**src/rtl/rpb_pkg.sv**
```systemverilog
package rpb_pkg;
  localparam int NUM_FLAGS = 4;
  localparam int FLAG_GOOD  = 0;
  localparam int FLAG_ERR   = 1;
  localparam int FLAG_READY = 2;
  localparam int FLAG_DET   = 3;

  // Strobes from control to datapath
  typedef struct packed {
    logic wr;        // store one byte
    logic frameEnd;  // latch length, restart index
    logic abort;     // restart index, keep lengths
    logic wipe;      // zero both stored lengths
    logic bufSel;    // receiver buffer being written
  } rpb_strobe_t;
endpackage

```
**src/rtl/rpb_ctrl.sv**
```systemverilog
module rpb_ctrl
  import rpb_pkg::*;
(
  input  logic                 clk,
  input  logic                 rst,
  input  logic                 cmdRxEnable,
  input  logic                 cmdRxOff,
  input  logic                 cmdToggle,
  input  logic [NUM_FLAGS-1:0] statusClr,
  input  logic                 maskWr,
  input  logic [NUM_FLAGS-1:0] maskData,
  input  logic                 autoReEnable,
  input  logic                 rxByteValid,
  input  logic                 rxFrameDone,
  input  logic                 rxCrcErr,
  input  logic                 rxDetect,
  output rpb_strobe_t          strobe,
  output logic                 hostPtr,
  output logic                 rxPtr,
  output logic                 rxActive,
  output logic                 overrun,
  output logic [NUM_FLAGS-1:0] hostStatus,
  output logic                 irq,
  output logic [NUM_FLAGS-1:0] maskState
);
  logic                           rxPtrQ, rxPtrD, hostPtrQ, hostPtrD;
  logic                           activeQ, activeD, ovrQ, ovrD;
  logic [1:0]                     fullQ, fullD;
  logic [1:0][NUM_FLAGS-1:0]      flagQ, flagD;
  logic [NUM_FLAGS-1:0]           maskQ, maskD, clrSel;
  logic accept, blocked, ovrHit, wrOk, doneOk, detOk, toggleOk, recover;

  always_comb begin
    accept   = activeQ && !ovrQ && !cmdRxOff;
    blocked  = fullQ[rxPtrQ];
    ovrHit   = accept && blocked && (rxByteValid || rxFrameDone);
    wrOk     = accept && !blocked && rxByteValid;
    doneOk   = accept && !blocked && rxFrameDone;
    detOk    = accept && !blocked && rxDetect;
    toggleOk = cmdToggle && !ovrQ;
    recover  = cmdRxOff && ovrQ;
    clrSel   = statusClr & maskQ;
  end

  // Buffer occupancy and per-buffer flags
  always_comb begin
    fullD = fullQ;
    flagD = flagQ;
    flagD[hostPtrQ] = flagQ[hostPtrQ] & ~clrSel;
    if (toggleOk) begin
      fullD[hostPtrQ] = 1'b0;
      flagD[hostPtrQ] = '0;
    end
    if (detOk) flagD[rxPtrQ][FLAG_DET] = 1'b1;
    if (doneOk) begin
      fullD[rxPtrQ]             = 1'b1;
      flagD[rxPtrQ][FLAG_READY] = 1'b1;
      flagD[rxPtrQ][FLAG_GOOD]  = !rxCrcErr;
      flagD[rxPtrQ][FLAG_ERR]   = rxCrcErr;
    end
    if (recover) begin
      fullD = '0;
      flagD = '0;
    end
  end

  // Pointers, receiver state, overrun, mask
  always_comb begin
    rxPtrD = rxPtrQ;
    if (recover)
      rxPtrD = 1'b0;
    else if (fullD[rxPtrQ] && !fullD[~rxPtrQ])
      rxPtrD = ~rxPtrQ;

    hostPtrD = hostPtrQ;
    if (recover)       hostPtrD = 1'b0;
    else if (toggleOk) hostPtrD = ~hostPtrQ;

    activeD = activeQ;
    if (doneOk && !autoReEnable) activeD = 1'b0;
    if (ovrHit)                  activeD = 1'b0;
    if (cmdRxOff)                activeD = 1'b0;
    if (cmdRxEnable && !ovrQ && !cmdRxOff && (hostPtrQ == rxPtrQ))
      activeD = 1'b1;

    ovrD = ovrQ;
    if (ovrHit)  ovrD = 1'b1;
    if (recover) ovrD = 1'b0;

    maskD = maskWr ? maskData : maskQ;
  end

  always_ff @(posedge clk) begin
    if (rst) begin
      rxPtrQ   <= 1'b0;
      hostPtrQ <= 1'b0;
      activeQ  <= 1'b0;
      ovrQ     <= 1'b0;
      fullQ    <= '0;
      flagQ    <= '0;
      maskQ    <= '1;
    end else begin
      rxPtrQ   <= rxPtrD;
      hostPtrQ <= hostPtrD;
      activeQ  <= activeD;
      ovrQ     <= ovrD;
      fullQ    <= fullD;
      flagQ    <= flagD;
      maskQ    <= maskD;
    end
  end

  always_comb begin
    strobe.wr       = wrOk;
    strobe.frameEnd = doneOk;
    strobe.abort    = cmdRxOff || ovrHit;
    strobe.wipe     = recover;
    strobe.bufSel   = rxPtrQ;
  end

  assign hostPtr    = hostPtrQ;
  assign rxPtr      = rxPtrQ;
  assign rxActive   = activeQ;
  assign overrun    = ovrQ;
  assign hostStatus = flagQ[hostPtrQ];
  assign irq        = |(flagQ[hostPtrQ] & ~maskQ);
  assign maskState  = maskQ;
endmodule

```
**src/rtl/rpb_datapath.sv**
```systemverilog
module rpb_datapath
  import rpb_pkg::*;
#(
  parameter int DATA_W = 8,
  parameter int DEPTH  = 32
) (
  input  logic                       clk,
  input  logic                       rst,
  input  rpb_strobe_t                strobe,
  input  logic [DATA_W-1:0]          wrByte,
  input  logic                       hostPtr,
  input  logic [$clog2(DEPTH)-1:0]   rdAddr,
  output logic [DATA_W-1:0]          rdData,
  output logic [$clog2(DEPTH+1)-1:0] frameLen
);
  localparam int IDX_W = $clog2(DEPTH);
  localparam int LEN_W = $clog2(DEPTH+1);
  localparam logic [LEN_W-1:0] LEN_MAX = LEN_W'(DEPTH);

  logic [LEN_W-1:0] wrIdxQ, nextIdx;
  logic             room, store;
  logic [DATA_W-1:0] rdBank [2];
  logic [LEN_W-1:0]  lenBank [2];

  assign room    = wrIdxQ < LEN_MAX;
  assign store   = strobe.wr && room;
  assign nextIdx = wrIdxQ + LEN_W'(store);

  always_ff @(posedge clk) begin
    if (rst)                  wrIdxQ <= '0;
    else if (strobe.frameEnd) wrIdxQ <= '0;
    else if (strobe.abort)    wrIdxQ <= '0;
    else                      wrIdxQ <= nextIdx;
  end

  for (genvar b = 0; b < 2; b++) begin : g_bank
    logic [DATA_W-1:0] memQ [DEPTH];
    logic [LEN_W-1:0]  lenQ;
    logic              mine;
    assign mine = (strobe.bufSel == 1'(b));

    always_ff @(posedge clk) begin
      if (rst) begin
        for (int i = 0; i < DEPTH; i++) memQ[i] <= '0;
      end else if (store && mine) begin
        memQ[wrIdxQ[IDX_W-1:0]] <= wrByte;
      end
    end

    always_ff @(posedge clk) begin
      if (rst || strobe.wipe)            lenQ <= '0;
      else if (strobe.frameEnd && mine)  lenQ <= nextIdx;
    end

    assign rdBank[b]  = memQ[rdAddr];
    assign lenBank[b] = lenQ;
  end

  assign rdData   = rdBank[hostPtr];
  assign frameLen = lenBank[hostPtr];
endmodule

```
**src/rtl/rx_pair_buf_mgr.sv**
```systemverilog
module rx_pair_buf_mgr
  import rpb_pkg::*;
#(
  parameter int DATA_W = 8,
  parameter int DEPTH  = 32
) (
  input  logic                       clk,
  input  logic                       rst,
  input  logic                       cmdRxEnable,
  input  logic                       cmdRxOff,
  input  logic                       cmdToggle,
  input  logic [3:0]                 statusClr,
  input  logic                       maskWr,
  input  logic [3:0]                 maskData,
  input  logic                       autoReEnable,
  input  logic [$clog2(DEPTH)-1:0]   rdAddr,
  output logic [DATA_W-1:0]          rdData,
  output logic [$clog2(DEPTH+1)-1:0] frameLen,
  output logic [3:0]                 hostStatus,
  output logic                       hostPtr,
  output logic                       rxPtr,
  output logic                       rxActive,
  output logic                       overrun,
  output logic                       irq,
  input  logic                       rxByteValid,
  input  logic [DATA_W-1:0]          rxByte,
  input  logic                       rxFrameDone,
  input  logic                       rxCrcErr,
  input  logic                       rxDetect
);
  rpb_strobe_t          strobe;
  logic [NUM_FLAGS-1:0] maskState;

  rpb_ctrl u_ctrl (
    .clk(clk), .rst(rst),
    .cmdRxEnable(cmdRxEnable), .cmdRxOff(cmdRxOff), .cmdToggle(cmdToggle),
    .statusClr(statusClr), .maskWr(maskWr), .maskData(maskData),
    .autoReEnable(autoReEnable),
    .rxByteValid(rxByteValid), .rxFrameDone(rxFrameDone),
    .rxCrcErr(rxCrcErr), .rxDetect(rxDetect),
    .strobe(strobe), .hostPtr(hostPtr), .rxPtr(rxPtr),
    .rxActive(rxActive), .overrun(overrun), .hostStatus(hostStatus),
    .irq(irq), .maskState(maskState)
  );

  rpb_datapath #(.DATA_W(DATA_W), .DEPTH(DEPTH)) u_data (
    .clk(clk), .rst(rst), .strobe(strobe), .wrByte(rxByte),
    .hostPtr(hostPtr), .rdAddr(rdAddr), .rdData(rdData), .frameLen(frameLen)
  );
endmodule

```
**config.mk**
```make
export PLATFORM = sky130hd
export DESIGN_NAME = rx_pair_buf_mgr
export DESIGN_NICKNAME = d
export VERILOG_FILES = /design/src/rtl/rpb_pkg.sv /design/src/rtl/rpb_ctrl.sv /design/src/rtl/rpb_datapath.sv /design/src/rtl/rx_pair_buf_mgr.sv
export SDC_FILE = /design/constraint.sdc
export NUM_CORES = 1
export LEC_CHECK = 0
export ABC_CLOCK_PERIOD_IN_PS = 3500
export BUFFER_PORTS_ARGS = -buffer_cell sky130_fd_sc_hd__buf_2
export CAP_MARGIN = 20
export CORE_UTILIZATION = 60
export DETAILED_ROUTE_END_ITERATION = 10
export PLACE_DENSITY = 0.85
export SLEW_MARGIN = 20
export SYNTH_ARGS = -nofsm -noshare
export SYNTH_HDL_FRONTEND = slang
export SYNTH_HIERARCHICAL = 1
export SYNTH_SLANG_ARGS = --single-unit
```
**constraint.sdc**
```tcl
create_clock -name clk -period 3.5 [get_ports clk]
set_input_delay 0.525 -clock clk [delete_from_list [all_inputs] [get_ports clk]]
set_output_delay 0.525 -clock clk [all_outputs]
set_load 0.005 [all_outputs]
```
* Word-level counts from Yosys, hierarchy flattened *
Memory sizes are Yosys's and may differ from the RTL's.
Cells that the tools add are included.

cells by class
  eq/ne operators = 1
  add/sub/neg operators = 1
  order comparisons = 7
  reductions and logical operators = 37
  bitwise operators = 15
  mux-type cells = 55

operators by type and width
  operator                                                               number
  8-bit 2-to-1 mux                                                       8
  8-bit bitwise mux                                                      3
  1-bit 2-to-1 mux                                                       23
  1-bit logical AND                                                      22
  4-bit demux with 1-bit select                                          5
  6-bit 2-to-1 mux                                                       3
  4-bit 2-to-1 mux                                                       4
  8-bit OR                                                               2
  8-bit OR reduction                                                     2
  4-bit AND                                                              3
  5-bit 2-to-1 mux                                                       2
  8-bit AND                                                              1
  2-bit 2-to-1 mux                                                       4
  4-bit NOT                                                              2
  8-bit NOT                                                              1
  6-bit by 1-bit adder with 6-bit output                                 1
  1-bit logical NOT                                                      6
  1-bit by 2-bit < comparator with 1-bit output (second input constant)  3
  6-bit < comparator (second input constant)                             1
  4-bit nonzero test                                                     1
  4-bit OR reduction                                                     1
  1-bit logical OR                                                       3
  3-bit 2-to-1 mux                                                       1
  3-bit OR reduction                                                     1
  other kinds (10)                                                       13

word-level totals
  memories kept = 2
  bits in writable memories = 512
  input port bits = 32
  register bits after elaboration = 36
  word-level logic and storage cells = 129

memory list
  name                   depth  bits a word  rd ports  clocked after Yosys merged registers in  wr ports  line                text
  u_data.g_bank[0].memQ  32     8            1         0                                        32        rpb_datapath.sv:37  logic [DATA_W-1:0] memQ [DEPTH];
  u_data.g_bank[1].memQ  32     8            1         0                                        32        rpb_datapath.sv:37

* Depth between registers and ports, before layout *
Gate-level depths: netlist of the first run.

  word-level depth = 14
  gate-level depth with buffers = 10
  gate-level depth less buffers = 9

* Modules after synthesis *
The synthesis of the first run kept the hierarchy.

by module, submodules not included
  module        area an instance (sq um)  cells an instance  instances  seq. area each (sq um)
  rpb_datapath  24477.2                   1635               1          15735.1
  rpb_ctrl      925.9                     107                1          360.3

* Least setup slack after synthesis of the first run *
OpenSTA, ideal clock, no wires.

  path kind = register to register
  start point = register u_ctrl.rxPtrQ, in the netlist u_ctrl/rxPtr
  end point = memory u_data.g_bank[0].memQ[31][0], enable pin
  setup slack = 0.491 ns
  required time = 3.191 ns
  cell stages (with the launch flop) = 10
  setup time = 0.309 ns
  arrival time = 2.700 ns
  cells stage by stage = dfxtp_1 -> mux2_2 -> nor4b_1 -> and2_1 -> buf_4 -> nor2b_2 -> nor3b_1 -> nand3_1 -> nor2_1 -> or2_2

RTL lines
  what                    line                text
  start, declared         rpb_ctrl.sv:26      logic rxPtrQ, rxPtrD, hostPtrQ, hostPtrD;
  start signal, assigned  rpb_ctrl.sv:103     rxPtrQ <= rxPtrD;
  end, declared           rpb_datapath.sv:37

* Final worst setup path of the first run *
  start point = input rdAddr[0]
  end point = output rdData[2]

on the way
  word-level cells in the longest chain between the ends = 4
  elaborated cells between the ends (all ways) = 5

RTL lines
  what                                                   line                   text
  start, declared                                        rx_pair_buf_mgr.sv:16  input logic [$clog2(DEPTH)-1:0] rdAddr,
  memory read 32 x 8 bit                                 n/a
  8-bit 2-to-1 mux (not written as such) * (3 in a row)  rpb_datapath.sv:59     assign rdData = rdBank[hostPtr];
  end, declared                                          rx_pair_buf_mgr.sv:17  output logic [DATA_W-1:0] rdData,

Every way passes the cells marked *; elsewhere a longest branch is shown, timed or not. The select of a mux whose other input is x is not followed.

==> results of run 1 <==
[kinds of logic (layout without fill, tap and decap cells)]
family                     count (synthesis)  after routing  synth area share
and+or+nand+nor                          774            774             0.179
AOI/OAI and AO/OA                        106            106            0.0285
buffers and inverters                    133            240            0.0246
muxes                                    173            173             0.131
adders and majority gates                  2              2          0.000985
DFF                                      548            548             0.634
xor gates and xnor gates                   6              6           0.00207
[synthesized netlist by cell type (all sizes together) (11+ instances only)]
| cell type | instances |
|---|---|
| a211oi | 13 |
| a21oi | 28 |
| a22oi | 12 |
| and2 | 518 |
| buf | 47 |
| clkbuf | 78 |
| dfxtp | 36 |
| edfxtp | 512 |
| mux2 | 15 |
| mux2i | 32 |
| mux4 | 126 |
| nand2 | 26 |
| nand3 | 14 |
| nor2 | 96 |
| nor2b | 13 |
| nor3 | 14 |
| o22ai | 11 |
| or2 | 67 |
[worst max path at each step]
stage	start	to	slack [ns]	cells past startpoint
3_3_place_gp	cmdRxOff	u_data/g_bank[0].memQ[25][3]$_SDFFCE_PN0P_	0.09	8
3_5_place_dp	cmdRxOff	u_data/g_bank[0].memQ[9][6]$_SDFFCE_PN0P_	0.04	8
5_1_grt	u_ctrl/rxPtr$_SDFFE_PP0P_	u_data/g_bank[0].memQ[10][7]$_SDFFCE_PN0P_	0.01	9
6_report	rdAddr[0]	rdData[2]	0.23	7
2_1_floorplan	u_ctrl/rxPtr$_SDFFE_PP0P_	u_data/g_bank[0].memQ[31][0]$_SDFFCE_PN0P_	0.49	9
4_1_cts	u_ctrl/rxPtr$_SDFFE_PP0P_	u_data/g_bank[0].memQ[9][5]$_SDFFCE_PN0P_	0.14	8
[through the flow]
step | utilization | cells | power [W] | hold WS, ns
6_report | 0.676 | 2388 | 0.0146 | 0.137
5_1_grt | 0.676 | 2388 | 0.0150 | 0.138
4_1_cts | 0.676 | 2388 | 0.0146 | 0.119
3_5_place_dp | 0.631 | 2289 | 0.00866 | 0.477
3_3_place_gp | 0.631 | 2289 | 0.00862 | 0.464
2_1_floorplan | - | 1742 | 0.00828 | 0.450
[state kept, by name, indices dropped and copies added (netlist names)]
register / flops
u_ctrl/hostPtr: 1
u_ctrl/maskState: 4
u_ctrl/flagQ: 8
u_data/wrIdxQ: 6
u_ctrl/fullQ: 2
u_ctrl/overrun: 1
u_data/g_bank.memQ: 512
u_data/g_bank.lenQ: 12
u_ctrl/rxPtr: 1
u_ctrl/rxActive: 1
[power by group through the flow]
stage	Combinational, W	Clock, W	Sequential (W)
floorplan	0.000673	0	0.00761
global placement	0.000975	0	0.00765
detailed placement	0.000995	0	0.00766
CTS	0.00100	0.00610	0.00753
global route	0.00107	0.00635	0.00755
finish	0.00102	0.00604	0.00753
[cell type report]
type | instances | area, µm² | area share
inverters | 8 | 30.0 | 0.00106
well taps | 539 | 674 | 0.0238
clock inverters | 43 | 475 | 0.0168
repair buffers | 133 | 940 | 0.0332
clock buffers | 56 | 1380 | 0.0488
multi-input cells | 1061 | 8690 | 0.307
flip-flops and latches | 548 | 16100 | 0.569
[timing repair]
item | 4_1_cts | 5_1_grt
buffers inserted | 0 | 0
hold endpoints to repair | 0 | 0
gates cloned | 0 | 0
endpoints found under the setup margin | 17 | 165
resized for setup | 1 | 1
[critical path: stages]
cell and delay (ns):
sky130_fd_sc_hd__clkbuf_8 0.29, sky130_fd_sc_hd__buf_4 0.40, sky130_fd_sc_hd__mux4_2 0.60, sky130_fd_sc_hd__o221ai_1 0.28
sky130_fd_sc_hd__a21oi_1 0.16, sky130_fd_sc_hd__a22o_1 0.31, sky130_fd_sc_hd__buf_2 0.15
[layer usage]
layer,part of all wire,vias to the layer above,GRT usage
met2,0.48,850,0.459
li1,-,6489,-
met1,0.38,7476,0.384
met3,0.10,164,0.0613
met4,0.039,0,0.102
met5,0,-,0
==> results.sh, run 1 <==
export IMPL_netSwitchingFraction=0.217
export IMPL_layout_nets=1840
export IMPL_drt_first_iter_violations=1779
export IMPL_timing_max_transition_violations_final=0
export IMPL_cts_hold_fix_buffers=0
export IMPL_reg_to_reg_critical_path_endpoint="u_data/g_bank[0].memQ[9][6]$_SDFFCE_PN0P_"
export IMPL_grt_first_pass_wirelength_um=91500
export IMPL_clk_transition_reported_paths_ns=0.06
export IMPL_sequential_element_share_of_the_synthesized_area=0.634
export IMPL_holdCritStartpoint="maskData[3]"
export IMPL_first_global_vias=15100
export IMPL_drc=0
export IMPL_most_common_library_cell_in_the_layout_ignoring_fill_and_taps="sky130_fd_sc_hd__and2_1"
export IMPL_hpwlAfterDp_um=37800
export IMPL_finalHoldViolCount=0
export IMPL_yosys_register_bits=548
export IMPL_clkLatencyLatePin_ns=0.60
export IMPL_outcome="finished clean"
export IMPL_std_cell_rows=75
export IMPL_part_of_the_power_in_the_clock_network=0.414
export IMPL_die_ar_um2=43200
export IMPL_grt_setup_unrepaired="false"
export IMPL_netlist_top_cells_area="sky130_fd_sc_hd__edfxtp_1 (61%), sky130_fd_sc_hd__and2_1 (13%), sky130_fd_sc_hd__mux4_2 (11%), sky130_fd_sc_hd__dfxtp_1 (2.8%), sky130_fd_sc_hd__or2_2 (1.7%)"
export IMPL_ioPinCount=55
export IMPL_required_ns=2.97
export IMPL_reg2regPathDepth=8
export IMPL_highest_count_cells_in_the_layout_ignoring_fill_and_taps="sky130_fd_sc_hd__and2_1 (517), sky130_fd_sc_hd__edfxtp_1 (512), sky130_fd_sc_hd__mux4_2 (126), sky130_fd_sc_hd__nor2_1 (96), sky130_fd_sc_hd__buf_4 (76)"
export IMPL_routedWlPerCell_um=25.0
export IMPL_timing_critical_path_fanout_max=22
export IMPL_initial_core_util=0.607
export IMPL_drv_max_cap_violation_count=0
export IMPL_yosys_area_top_type_share=0.605
export IMPL_intPower_w=0.0114
export IMPL_timing_final_crit_share=0.935
export IMPL_drtPass1Iterations=5
export IMPL_routed_wl_um=59800
export IMPL_fp_coreArea_um2=41900
export IMPL_n_fill_cell=2675
export IMPL_critPathLaunchType="primary input"
export IMPL_num_vias=15000
export IMPL_final_setup_viol_count=0
export IMPL_syn_nets=1776
export IMPL_yosys_cell_types_count=51
export IMPL_hold_path_depth=3
export IMPL_ys_async_sr_fraction=0
export IMPL_layout_cell_share_with_drive_strength_beyond_1=0.236
export IMPL_cts_root_buffer_cell="sky130_fd_sc_hd__clkbuf_16"
export IMPL_power_switching_w=0.00317
export IMPL_classification_of_the_worst_slack_hold_path="in -> reg"
export IMPL_ff2ff_setup_slack_ns=0.32
export IMPL_ctsLongestPathBuffers=3
export IMPL_relSlewSlack=0.404
export IMPL_power_density_nw_per_um2=516
export IMPL_cp_arrival_ns=2.75
export IMPL_pre_cts_ws_ns=0.0355
export IMPL_synthToLayoutAreaGrowth_pct=11.3
export IMPL_fmax_mhz=305
export IMPL_postSynth_topFlopCell="sky130_fd_sc_hd__edfxtp_1"
export IMPL_numCtsBuffers=54
export IMPL_power_leakage_nw=10.2
export IMPL_antenna_found_initial=0
export IMPL_min_period_ns=3.27
export IMPL_antenna_diode_count=0
export IMPL_die_height_um=208
export IMPL_ant_nets=0
export IMPL_fin_skew_ns=0.0188
export IMPL_netlist_top_cell_by_area="sky130_fd_sc_hd__edfxtp_1"
export IMPL_synth_edff_count=512
export IMPL_holdPathEnd="u_ctrl/maskState[3]$_SDFFE_PP1P_"
export IMPL_groute_usage_overall=0.284
export IMPL_syn_inst=1742
export IMPL_stdcell_area_um2=28300
export IMPL_clock_sinks=548
export IMPL_pwr_share_seq=0.516
export IMPL_cts_htree_levels=2
export IMPL_fin_tns_setup_ns=0
export IMPL_timing_critical_path_to_type="primary output"
export IMPL_chipWidth_um=208
export IMPL_port_buf_inserts=54
export IMPL_critical_path_class="in -> out"
export IMPL_synth_warning_count=6
export IMPL_vdd_drop_max_mv=0.400
export IMPL_post_synth_instance_area_um2=25400
export IMPL_tritoncts="done"
export IMPL_globalRoute_totalOverflow=0
export IMPL_syn_avg_cell_area_um2=14.6
export IMPL_routability_congestion_estimate=1.05
export IMPL_regToRegStartpoint="u_ctrl/rxPtr$_SDFFE_PP0P_"
export IMPL_grt_start_max_net_pins=65
export IMPL_comb_power_share=0.070
export IMPL_dpl_instance_area_um2=26400
export IMPL_max_slew_worst_pin_slew_ns=0.894
export IMPL_via_per_inst=6.27
export IMPL_postLayoutSetupSlackWorst_ns=0.227
Note: power is estimated with default switching activity, not from simulation.
==> run 2, diff against run 1 <==
--- a/config.mk
+++ b/config.mk
@@ -5,7 +5,7 @@
 export SDC_FILE = /design/constraint.sdc
 export NUM_CORES = 1
 export LEC_CHECK = 0
-export ABC_CLOCK_PERIOD_IN_PS = 3500
+export ABC_CLOCK_PERIOD_IN_PS = 3190
 export BUFFER_PORTS_ARGS = -buffer_cell sky130_fd_sc_hd__buf_2
 export CAP_MARGIN = 20
 export CORE_UTILIZATION = 60
==> constraint.sdc (replaced) <==
create_clock -name clk -period 3.19 [get_ports clk]
set_input_delay 0.4785 -clock clk [delete_from_list [all_inputs] [get_ports clk]]
set_output_delay 0.4785 -clock clk [all_outputs]
set_load 0.005 [all_outputs]
==> results.sh, run 2 (synthesis results as in run 1) <==
export IMPL_die_height_um=208
export IMPL_multi_input_comb_area_um2=8710
export IMPL_hpwlAfterDp_um=40100
export IMPL_drc=0
export IMPL_seqCellArea_um2=16100
export IMPL_final_setup_viol_count=0
export IMPL_vdd_drop_max_mv=0.371
export IMPL_dp_cells=2320
export IMPL_initial_core_util=0.607
export IMPL_drt_first_iter_violations=1846
export IMPL_min_period_ns=3.14
export IMPL_cp_arrival_ns=2.67
export IMPL_most_common_library_cell_in_the_layout_ignoring_fill_and_taps="sky130_fd_sc_hd__and2_1"
export IMPL_fin_tns_setup_ns=0
export IMPL_critical_path_class="in -> out"
export IMPL_clock_sinks=548
export IMPL_cts_htree_levels=2
export IMPL_fp_coreArea_um2=41900
export IMPL_routedWlPerCell_um=24.8
export IMPL_routability_congestion_estimate=0.917
export IMPL_final_instance_count_excl_fillers=2412
export IMPL_ant_nets=0
export IMPL_critPathLaunchType="primary input"
export IMPL_drv_max_cap_violation_count=0
export IMPL_highest_count_cells_in_the_layout_ignoring_fill_and_taps="sky130_fd_sc_hd__and2_1 (517), sky130_fd_sc_hd__edfxtp_1 (512), sky130_fd_sc_hd__mux4_2 (126), sky130_fd_sc_hd__buf_4 (101), sky130_fd_sc_hd__nor2_1 (95)"
export IMPL_tritoncts="done"
export IMPL_layout_nets=1870
export IMPL_largest_register="u_data/g_bank.memQ"
export IMPL_first_global_vias=15100
export IMPL_layout_core_utilization=0.678
export IMPL_via_per_inst=6.25
export IMPL_outcome="finished clean"
export IMPL_antenna_diode_count=0
export IMPL_chipWidth_um=208
export IMPL_cts_root_buffer_cell="sky130_fd_sc_hd__clkbuf_16"
export IMPL_relSlewSlack=0.402
export IMPL_pre_cts_ws_ns=-0.0539
export IMPL_grt_use_met2=0.453
export IMPL_max_slew_worst_pin_slew_ns=0.897
export IMPL_grt_start_max_net_pins=65
export IMPL_n_fill_cell=2692
export IMPL_clk_transition_reported_paths_ns=0.06
export IMPL_classification_of_the_worst_slack_hold_path="in -> reg"
export IMPL_timing_critical_path_to_type="primary output"
export IMPL_antenna_found_initial=0
export IMPL_gr_usage_met3=0.0505
export IMPL_cts_repair_resized=5
export IMPL_globalRoute_totalOverflow=0
export IMPL_grt_first_pass_wirelength_um=91300
export IMPL_met1_usage=0.395
export IMPL_ctsLongestPathBuffers=3
export IMPL_finalHoldViolCount=0
export IMPL_std_cell_rows=75
export IMPL_timing_max_transition_violations_final=0
export IMPL_clkLatencyLatePin_ns=0.59
export IMPL_num_vias=15100
export IMPL_timing_final_crit_share=0.986
export IMPL_grt_busiest_layer="met2"
export IMPL_ioPinCount=55
export IMPL_fin_skew_ns=0.0173
export IMPL_cts_hold_fix_buffers=0
export IMPL_required_ns=2.71
export IMPL_drtPass1Iterations=5
export IMPL_numCtsBuffers=53
export IMPL_power_leakage_nw=10.3
export IMPL_power_density_nw_per_um2=544
export IMPL_largest_registers_in_the_final_layout="u_data/g_bank.memQ: 512 flops, u_data/g_bank.lenQ: 12 flops, u_ctrl/flagQ: 8 flops"
export IMPL_largest_register_ff_count=512
export IMPL_number_of_setup_buffers_added_after_cts=0
export IMPL_port_buf_inserts=54
export IMPL_postLayoutSetupSlackWorst_ns=0.0450
export IMPL_die_ar_um2=43200
export IMPL_routed_wl_um=59700
export IMPL_fmax_mhz=318
export IMPL_layout_cell_share_with_drive_strength_beyond_1=0.247
export IMPL_timing_critical_path_fanout_max=18
export IMPL_groute_usage_overall=0.283
export IMPL_synthToLayoutAreaGrowth_pct=11.8
## run 2: cell types whose count changed in the layout (fill, tap and decap cells not counted), sizes merged
cell	previous run	this run
buf	132	163
bufinv	10	4
clkbuf	57	68
clkinv	30	17
clkinvlp	3	4
## run 2: worst max-delay path: stages
cell	delay, ns
sky130_fd_sc_hd__clkbuf_8	0.27
sky130_fd_sc_hd__buf_12	0.22
sky130_fd_sc_hd__mux4_2	0.52
sky130_fd_sc_hd__mux2_2	0.30
sky130_fd_sc_hd__a22o_1	0.24
sky130_fd_sc_hd__a21oi_1	0.27
sky130_fd_sc_hd__o21ai_1	0.17
sky130_fd_sc_hd__buf_2	0.17
## run 2: worst paths after layout
| check | end | depth (start not counted) | slack, ns | from |
|---|---|---|---|---|
| worst min-delay path | u_ctrl/maskState[2]$_SDFFE_PP1P_ | 3 | 0.12 | maskData[2] |
| worst max-delay path | rdData[4] | 8 | 0.05 | rdAddr[0] |
| worst max register to register | u_data/g_bank[1].memQ[20][2]$_SDFFCE_PN0P_ | 8 | 0.11 | u_ctrl/rxPtr$_SDFFE_PP0P_ |
| worst min register to register | u_ctrl/flagQ[3]$_SDFF_PP0_ | 2 | 0.48 | u_ctrl/flagQ[3]$_SDFF_PP0_ |
## run 2: final cells by class
class / count / share of cell area
sequential: 548 / 0.567
inverter: 8 / 0.00106
tap: 539 / 0.0238
timing repair buffer: 164 / 0.0434
clock buffer: 67 / 0.0500
clock inverter: 25 / 0.00806
multi-input combinational: 1061 / 0.307
## run 2: power breakdown
part | total [W] | switching (W) | internal (W)
clock | 0.00606 | 0.00261 | 0.00345
sequential | 0.00827 | 0.000120 | 0.00815
combinational | 0.00113 | 0.000671 | 0.000462
## run 2: per-stage QoR
step | area, µm² | hold slack (ns) | total power (W)
2_1_floorplan | 25400 | 0.450 | 0.00908
3_3_place_gp | 26700 | 0.462 | 0.00949
3_5_place_dp | 26700 | 0.469 | 0.00953
4_1_cts | 28400 | 0.0970 | 0.0155
5_1_grt | 28400 | 0.125 | 0.0159
6_report | 28400 | 0.116 | 0.0155
## run 2: routing by layer
| metal | routed length (µm) | share of wire |
|---|---|---|
| met1 | 23200 | 0.39 |
| met2 | 28600 | 0.48 |
| met3 | 5920 | 0.099 |
| met4 | 1930 | 0.032 |
| met5 | 0 | 0 |
